$ cat src/rtl/spi_master_pkg.sv
package spi_master_pkg;

    typedef enum logic [1:0] {
        S_IDLE,
        S_RUN,
        S_FINISH
    } spi_state_e;

    // Frame size from length-enable and 4-bit code
    function automatic logic [4:0] frame_bits(input logic len_en, input logic [3:0] code);
        logic [4:0] n;
        if (!len_en)
            n = 5'd8;
        else if (code == 4'b0000)
            n = 5'd16;
        else if (code[3])
            n = {1'b0, code};
        else
            n = 5'd8;
        return n;
    endfunction

endpackage

$ cat src/rtl/spi_sck_gen.sv
module spi_sck_gen #(
    parameter int DIV_W = 8
) (
    input  logic             clk,
    input  logic             rst_n,
    input  logic             start,
    input  logic             run,
    input  logic [DIV_W-2:0] half,
    input  logic             idle_lvl,
    output logic             sck,
    output logic             tick
);

    logic [DIV_W-2:0] cnt_q;

    assign tick = run && (cnt_q == half - (DIV_W-1)'(1));

    always_ff @(posedge clk or negedge rst_n) begin
        if (!rst_n) begin
            cnt_q <= '0;
            sck   <= 1'b0;
        end else if (start) begin
            cnt_q <= '0;
            sck   <= idle_lvl;
        end else if (run) begin
            if (tick) begin
                cnt_q <= '0;
                sck   <= ~sck;
            end else begin
                cnt_q <= cnt_q + (DIV_W-1)'(1);
            end
        end else begin
            cnt_q <= '0;
            sck   <= idle_lvl;
        end
    end

    // between edges SCK is steady
    p_sck_steady_r2: assert property (@(posedge clk) disable iff (!rst_n)
        (run && !tick) |=> $stable(sck));

    // outside a frame SCK goes to the idle level
    p_sck_idle_r2: assert property (@(posedge clk) disable iff (!rst_n)
        (!run && !start) |=> (sck == $past(idle_lvl)));

    // half-period counter stays within the programmed half period
    p_cnt_range_r2: assert property (@(posedge clk) disable iff (!rst_n)
        run |-> (cnt_q < half));

endmodule

$ cat src/rtl/spi_shift_path.sv
module spi_shift_path #(
    parameter int DATA_W = 16,
    parameter int LEN_W  = 5
) (
    input  logic              clk,
    input  logic              rst_n,
    input  logic              load,
    input  logic [DATA_W-1:0] load_data,
    input  logic [LEN_W-1:0]  load_bits,
    input  logic              load_lsb,
    input  logic              shift_out,
    input  logic              sample,
    input  logic              capture,
    input  logic              miso,
    output logic              mosi,
    output logic [DATA_W-1:0] rx_word
);

    logic [DATA_W-1:0] tx_q;
    logic [DATA_W-1:0] rx_q;
    logic [DATA_W-1:0] rx_next;
    logic [DATA_W-1:0] rx_fin;
    logic [DATA_W-1:0] rx_aligned;
    logic [LEN_W-1:0]  bits_q;
    logic              lsb_q;
    logic [LEN_W-1:0]  load_pad;
    logic [LEN_W-1:0]  fin_pad;

    assign load_pad   = LEN_W'(DATA_W) - load_bits;
    assign fin_pad    = LEN_W'(DATA_W) - bits_q;
    assign mosi       = lsb_q ? tx_q[0] : tx_q[DATA_W-1];
    assign rx_next    = lsb_q ? {miso, rx_q[DATA_W-1:1]} : {rx_q[DATA_W-2:0], miso};
    assign rx_fin     = sample ? rx_next : rx_q;
    assign rx_aligned = lsb_q ? (rx_fin >> fin_pad) : rx_fin;

    always_ff @(posedge clk or negedge rst_n) begin
        if (!rst_n) begin
            tx_q   <= '0;
            rx_q   <= '0;
            bits_q <= LEN_W'(8);
            lsb_q  <= 1'b0;
        end else if (load) begin
            tx_q   <= load_lsb ? load_data : (load_data << load_pad);
            rx_q   <= '0;
            bits_q <= load_bits;
            lsb_q  <= load_lsb;
        end else begin
            if (shift_out)
                tx_q <= lsb_q ? (tx_q >> 1) : (tx_q << 1);
            if (sample)
                rx_q <= rx_next;
        end
    end

    always_ff @(posedge clk or negedge rst_n) begin
        if (!rst_n)
            rx_word <= '0;
        else if (capture)
            rx_word <= rx_aligned;
    end

    // transmit word only moves on an accepted write or a shift edge
    p_tx_hold_r7: assert property (@(posedge clk) disable iff (!rst_n)
        (!load && !shift_out) |=> $stable(tx_q));

    // readback holds between completions
    p_rx_hold_r5: assert property (@(posedge clk) disable iff (!rst_n)
        !capture |=> $stable(rx_word));

endmodule

$ cat src/rtl/spi_shift_master.sv
module spi_shift_master
    import spi_master_pkg::*;
#(
    parameter int DATA_W = 16,
    parameter int DIV_W  = 8
) (
    input  logic              clk,
    input  logic              rst_n,
    input  logic              cfg_len_en,
    input  logic [3:0]        cfg_len_code,
    input  logic              cfg_cpol,
    input  logic              cfg_cpha,
    input  logic              cfg_lsb_first,
    input  logic [DIV_W-1:0]  cfg_div,
    input  logic              wr_en,
    input  logic [DATA_W-1:0] wr_data,
    input  logic              miso,
    output logic              sck,
    output logic              mosi,
    output logic              busy,
    output logic              done,
    output logic [DATA_W-1:0] rx_data
);

    localparam int LEN_W  = $clog2(DATA_W + 1);
    localparam int EDGE_W = LEN_W + 1;

    spi_state_e state_q, state_d;

    logic              accept;
    logic              tick;
    logic              run;
    logic              last_edge;
    logic              leading;
    logic              trailing;
    logic              shift_out;
    logic              sample;
    logic              idle_lvl;
    logic [EDGE_W-1:0] edge_q;
    logic [EDGE_W-1:0] last_idx;
    logic [LEN_W-1:0]  n_in;
    logic [LEN_W-1:0]  n_q;
    logic [DIV_W-1:0]  div_eff;
    logic [DIV_W-2:0]  half_q;
    logic              cpol_q;
    logic              cpha_q;

    assign n_in     = LEN_W'(frame_bits(cfg_len_en, cfg_len_code));
    assign div_eff  = (cfg_div < DIV_W'(8)) ? DIV_W'(8) : cfg_div;
    assign accept   = wr_en && (state_q != S_RUN);
    assign run      = (state_q == S_RUN);
    assign idle_lvl = run ? cpol_q : cfg_cpol;
    assign last_idx = {n_q, 1'b0} - EDGE_W'(1);

    assign last_edge = tick && (edge_q == last_idx);
    assign leading   = tick && !edge_q[0];
    assign trailing  = tick &&  edge_q[0];
    assign shift_out = cpha_q ? (leading && (edge_q != '0)) : (trailing && !last_edge);
    assign sample    = cpha_q ? trailing : leading;

    // State register
    always_ff @(posedge clk or negedge rst_n) begin
        if (!rst_n)
            state_q <= S_IDLE;
        else
            state_q <= state_d;
    end

    // Transitions: start, last-edge, restart, retire
    always_comb begin
        state_d = state_q;
        unique case (state_q)
            S_IDLE:   if (accept) state_d = S_RUN;
            S_RUN:    if (last_edge) state_d = S_FINISH;
            S_FINISH: state_d = accept ? S_RUN : S_IDLE;
            default:  state_d = S_IDLE;
        endcase
    end

    // Outputs
    always_comb begin
        busy = 1'b0;
        done = 1'b0;
        unique case (state_q)
            S_IDLE:   ;
            S_RUN:    busy = 1'b1;
            S_FINISH: done = 1'b1;
            default:  ;
        endcase
    end

    // Frame configuration copy and edge counter
    always_ff @(posedge clk or negedge rst_n) begin
        if (!rst_n) begin
            edge_q <= '0;
            n_q    <= LEN_W'(8);
            half_q <= (DIV_W-1)'(4);
            cpol_q <= 1'b0;
            cpha_q <= 1'b0;
        end else if (accept) begin
            edge_q <= '0;
            n_q    <= n_in;
            half_q <= div_eff[DIV_W-1:1];
            cpol_q <= cfg_cpol;
            cpha_q <= cfg_cpha;
        end else if (tick) begin
            edge_q <= edge_q + EDGE_W'(1);
        end
    end

    spi_sck_gen #(.DIV_W(DIV_W)) i_sck_gen (
        .clk      (clk),
        .rst_n    (rst_n),
        .start    (accept),
        .run      (run),
        .half     (half_q),
        .idle_lvl (idle_lvl),
        .sck      (sck),
        .tick     (tick)
    );

    spi_shift_path #(.DATA_W(DATA_W), .LEN_W(LEN_W)) i_shift_path (
        .clk       (clk),
        .rst_n     (rst_n),
        .load      (accept),
        .load_data (wr_data),
        .load_bits (n_in),
        .load_lsb  (cfg_lsb_first),
        .shift_out (shift_out),
        .sample    (sample),
        .capture   (last_edge),
        .miso      (miso),
        .mosi      (mosi),
        .rx_word   (rx_data)
    );

    // completion strobe lasts one cycle
    p_done_pulse_r6: assert property (@(posedge clk) disable iff (!rst_n)
        done |=> !done);

    // bits at and above N read zero at completion
    p_rx_upper_zero_r5: assert property (@(posedge clk) disable iff (!rst_n)
        done |-> ((rx_data >> n_q) == '0));

    // frame size within 8..16 during a frame
    p_len_range_r1: assert property (@(posedge clk) disable iff (!rst_n)
        busy |-> ((n_q >= LEN_W'(8)) && (n_q <= LEN_W'(16))));

    // a write during a frame does not restart the edge count
    p_wr_ignored_r7: assert property (@(posedge clk) disable iff (!rst_n)
        (busy && wr_en && !tick) |=> $stable(edge_q));

endmodule

$ cat config.mk
export PLATFORM = sky130hd
export DESIGN_NAME = spi_shift_master
export DESIGN_NICKNAME = d
export VERILOG_FILES = /design/src/rtl/spi_master_pkg.sv /design/src/rtl/spi_sck_gen.sv /design/src/rtl/spi_shift_path.sv /design/src/rtl/spi_shift_master.sv
export SDC_FILE = /design/constraint.sdc
export NUM_CORES = 1
export LEC_CHECK = 0
export BUFFER_PORTS_ARGS = -buffer_cell sky130_fd_sc_hd__buf_2
export CAP_MARGIN = 20
export CORE_MARGIN = 4
export CORE_UTILIZATION = 50
export CTS_CLUSTER_DIAMETER = 120
export DETAILED_ROUTE_END_ITERATION = 8
export GPL_TIMING_DRIVEN = 0
export PLACE_DENSITY = 0.69
export SLEW_MARGIN = 20
export SYNTH_ARGS = -nofsm -noshare
export SYNTH_HDL_FRONTEND = slang
export SYNTH_SLANG_ARGS = --single-unit
$ cat constraint.sdc
create_clock -name clk -period 5.5 [get_ports clk]
set_clock_uncertainty 0.2 [all_clocks]
set_input_delay 0 -clock clk [delete_from_list [all_inputs] [get_ports clk]]
set_output_delay 0 -clock clk [all_outputs]
set_load 0.005 [all_outputs]
==> reports/metrics.csv <==
stage,metric,value,unit
floorplan,start_util,51.23,%
floorplan,core_area,11420,um2
worst_setup_path,crit_type,flop to flop,
clock_network,cts_tree,built,
cells_and_area,fin_nets,795,
synth,avgSynthCellArea,8.971,um2
clock_network,postCtsSetupBuffers,0,
worst_setup_path,critical_path_required,5520,ps
cells_and_area,fill_cells,1014,
clock_network,worst_skew_pair.late_latency,360,ps
synth,syn-cell-area,5849,um2
drt,vias,5512,
clock_network,cts-buffers-inserted,9,
clock_network,ctsRootBufferMaster,clkbuf_16,
drt,drc,0,
worst_setup_path,cp_top_family,buffers and inverters,
cells_and_area,multi_input_comb_area,3611,um2
sta,fin_crit,4841,ps
floorplan,die_w,116.2,um
pwr,p_seq_share,26.0,%
floorplan,die_h,116.2,um
worst_setup_path,slowest_delay,810,ps
outcome,status,"complete, no violations",
grt,grt_antenna_before_repair,0,
worst_setup_path,cp-end-kind,flop,
grt,grt_start_max_net_pins,53,
clock_network,cts.repair.resized,0,
synth,synth_nets,694,
clock_network,clk_pin_slew_worst_paths,60,ps
worst_setup_path,worstPathMaxFanout,10,
worst_setup_path,crit_top_cell,clkbuf_1,
sta,final_max_slew_viol_count,0,
grt,track_usage,27.68,%
pwr,p_comb_share,57.3,%
drt,routed_via_density,6.118,
worst_setup_path,crit_path_top_delay_cell,xnor2_1,
sta,hold_viol,0,
cells_and_area,areaGrowthSynthToFinish,20.13,%
pwr,internal-power,0.002204,W
pwr,swShare,45.39,%
sta,fin_crit_sh,88.01,%
flow_run,cap_violations,0,
synth,async_flop_share,100.0,%
sta,rsz0062_at_grt,false,
drt,drtAntennaViolNets,0,
synth,synth_flop_cell,dfrtp_1,
drt,dr.pass1.iters,5,
worst_setup_path,worstPathCellList,clkbuf_1 > inv_1 > clkbuf_1 > ha_1 > xnor2_1 > xnor2_1 > nor4_1 > nand2_1 > inv_2 > clkbuf_1 > o21ai_0 > a21oi_1 > a31oi_1,
worst_setup_path,cp.arrival,4860,ps
drt,drt_iter0_drc,553,
sta,fin_tns_setup,0,ps
sta,slew_headroom,27.33,%
clock_network,cts_num_sinks,78,
cells_and_area,final_common_cell,nand2_1,
pwr,clkPwrFrac,16.7,%
pwr,p_leak,2.968,nW
floorplan,die-area,13490,um2
synth,synth_cell_types,68,
clock_network,ctsHoldBuffers,36,
worst_setup_path,startpoint_type,flop,
cells_and_area,seq_area,1954,um2
cells_and_area,layout_common_cells,"nand2_1 (84), dfrtp_1 (76), nor2_1 (61), mux2i_1 (61), buf_2 (54)",
synth,yosys_warnings,0,
clock_network,h-tree-depth,3,
synth,synth-seq-area-share,33.41,%
drt,wirelength,17.83,mm
clock_network,clock_path_buffers,2,
cells_and_area,postLayoutCoreUtil,61.54,%
grt,grt_pass1_wl,28.76,mm
floorplan,num_io_pins,56,
placed_design,place_congestion,0.9909,
synth,synth_edf_count,0,
sta,fmax,206.6,MHz
placed_design,hpwl,13.19,mm
sta,worst_pin_slew,1082,ps
sta,setup_viol,0,
grt,grt_remaining_overflow,0,
worst_setup_path,crit_buf_inv,5,
floorplan,num_rows,39,
cells_and_area,diodes,0,
pwr,switching_power,0.001832,W
drt,wl_per_cell,19.79,um
placed_design,io_buffers,53,
synth,postSynthCellCount,652,
pwr,peakVddDrop,310.2,uV
cells_and_area,drive_above_1_share,16.09,%
min_path,hold_class,input pin to flop,
pwr,powerDensity,574.4,nW/um2
grt,grt_pass1_vias,5389,
synth,ys_ff_latch,78,
cell type report:
| type | count | share of cell area [%] |
|---|---|---|
| inverter | 31 | 1.656 |
| clock buffer | 10 | 3.401 |
| tap | 143 | 2.546 |
| buffer | 41 | 2.386 |
| clock inverter | 6 | 1.335 |
| sequential | 78 | 27.81 |
| multi-input combinational | 502 | 51.39 |
| timing repair buffer | 90 | 9.473 |
sequential cells by signal, summed over array words and instances, names as in the netlist:
name                  count
i_shift_path.lsb_q        1
n_q                       5
i_sck_gen.sck             1
half_q                    7
i_shift_path.rx_word     16
cpha_q                    1
state_q                   2
i_shift_path.rx_q        16
i_sck_gen.cnt_q           7
edge_q                    6
i_shift_path.tx_q        16
tightest hold or removal path: stages:
cell and delay [ps]:
clkbuf_1 280, nand3_1 120, o221ai_1 70, mux2_1 130
per-layer routing:
metal | wire [um] | global-route usage, % | vias up
met5 | 0 | 0 | -
met4 | 691 | 12.37 | 0
met3 | 1024 | 4.974 | 45
met2 | 8594 | 45.34 | 227
met1 | 7523 | 35.99 | 2649
li1 | - | - | 2591
logic make-up after synthesis:
family                   Yosys count  share of synthesized area (%)
AO/OA/AOI/OAI                    137                          15.66
XOR/XNOR                          31                          5.134
adder cells (fa/ha/maj)            6                          1.283
buffers and inverters             72                          4.856
flip-flops                        78                          33.41
multiplexers                      98                          21.60
AND/OR/NAND/NOR                  230                          18.05
power groups by stage:
stage               Clock [W]  Combinational [W]  Sequential, W
detailed placement          0            0.00225        0.00105
CTS                  0.000684            0.00228        0.00104
finish               0.000674            0.00231        0.00105
floorplan                   0            0.00167       0.000993
global route         0.000710            0.00253        0.00108
global placement            0            0.00223        0.00104
metrics by stage:
| step | worst slack (ps) | total power, W | cell area (um2) | std cells | hold WS [ps] |
|---|---|---|---|---|---|
| 6_report | 659.4 | 0.004036 | 7027 | 901 | 68.84 |
| 5_1_grt | 264.0 | 0.004323 | 7027 | 901 | 147.2 |
| 4_1_cts | 771.3 | 0.004012 | 7027 | 901 | 61.32 |
| 3_5_place_dp | 801.0 | 0.003307 | 6324 | 849 | -246.3 |
| 3_3_place_gp | 731.5 | 0.003265 | 6294 | 848 | -5.049 |
| 2_1_floorplan | 1818 | 0.002663 | 5849 | 652 | -495.6 |
cells in the mapped netlist (4+ instances only):
library cell | n | area (um2)
nand2_1 | 84 | 315.3
dfrtp_1 | 76 | 1902
mux2i_1 | 61 | 610.6
nor2_1 | 61 | 229.0
clkbuf_1 | 32 | 120.1
inv_1 | 28 | 105.1
o21ai_0 | 28 | 140.1
nand3_1 | 27 | 135.1
mux4_2 | 21 | 473.0
a21oi_1 | 20 | 100.1
nor3_1 | 18 | 90.09
xnor2_1 | 17 | 148.9
o21ai_1 | 16 | 80.08
mux2_2 | 14 | 157.7
xor2_1 | 12 | 105.1
a211oi_1 | 10 | 75.07
o22ai_1 | 9 | 56.30
nor2b_1 | 7 | 43.79
a31oi_1 | 6 | 37.54
ha_1 | 6 | 75.07
o221ai_1 | 6 | 52.55
o31ai_1 | 6 | 45.04
buf_1 | 5 | 18.77
nor4_1 | 5 | 31.28
o221a_2 | 5 | 56.30
and3_1 | 4 | 25.02
nand4_1 | 4 | 25.02
o31a_1 | 4 | 35.03
final timing paths:
| check | end | slack [ps] | depth (start not counted) | from |
|---|---|---|---|---|
| max reg2reg | i_shift_path.rx_word[3]$_DFFE_PN0P_ | 660 | 13 | n_q[0]$_DFFE_PN0P_ |
| min | i_shift_path.tx_q[10]$_DFFE_PN0P_ | 70 | 4 | cfg_lsb_first |
| max | i_shift_path.rx_word[3]$_DFFE_PN0P_ | 660 | 13 | n_q[0]$_DFFE_PN0P_ |
| max in group asynchronous | n_q[3]$_DFFE_PN1P_ | 4280 | 4 | rst_n |
| min in group asynchronous | i_shift_path.rx_q[8]$_DFF_PN0_ | 490 | 4 | rst_n |
| min reg2reg | i_shift_path.rx_word[15]$_DFFE_PN0P_ | 280 | 2 | i_shift_path.rx_word[15]$_DFFE_PN0P_ |
(Power assumes the default switching activity.)
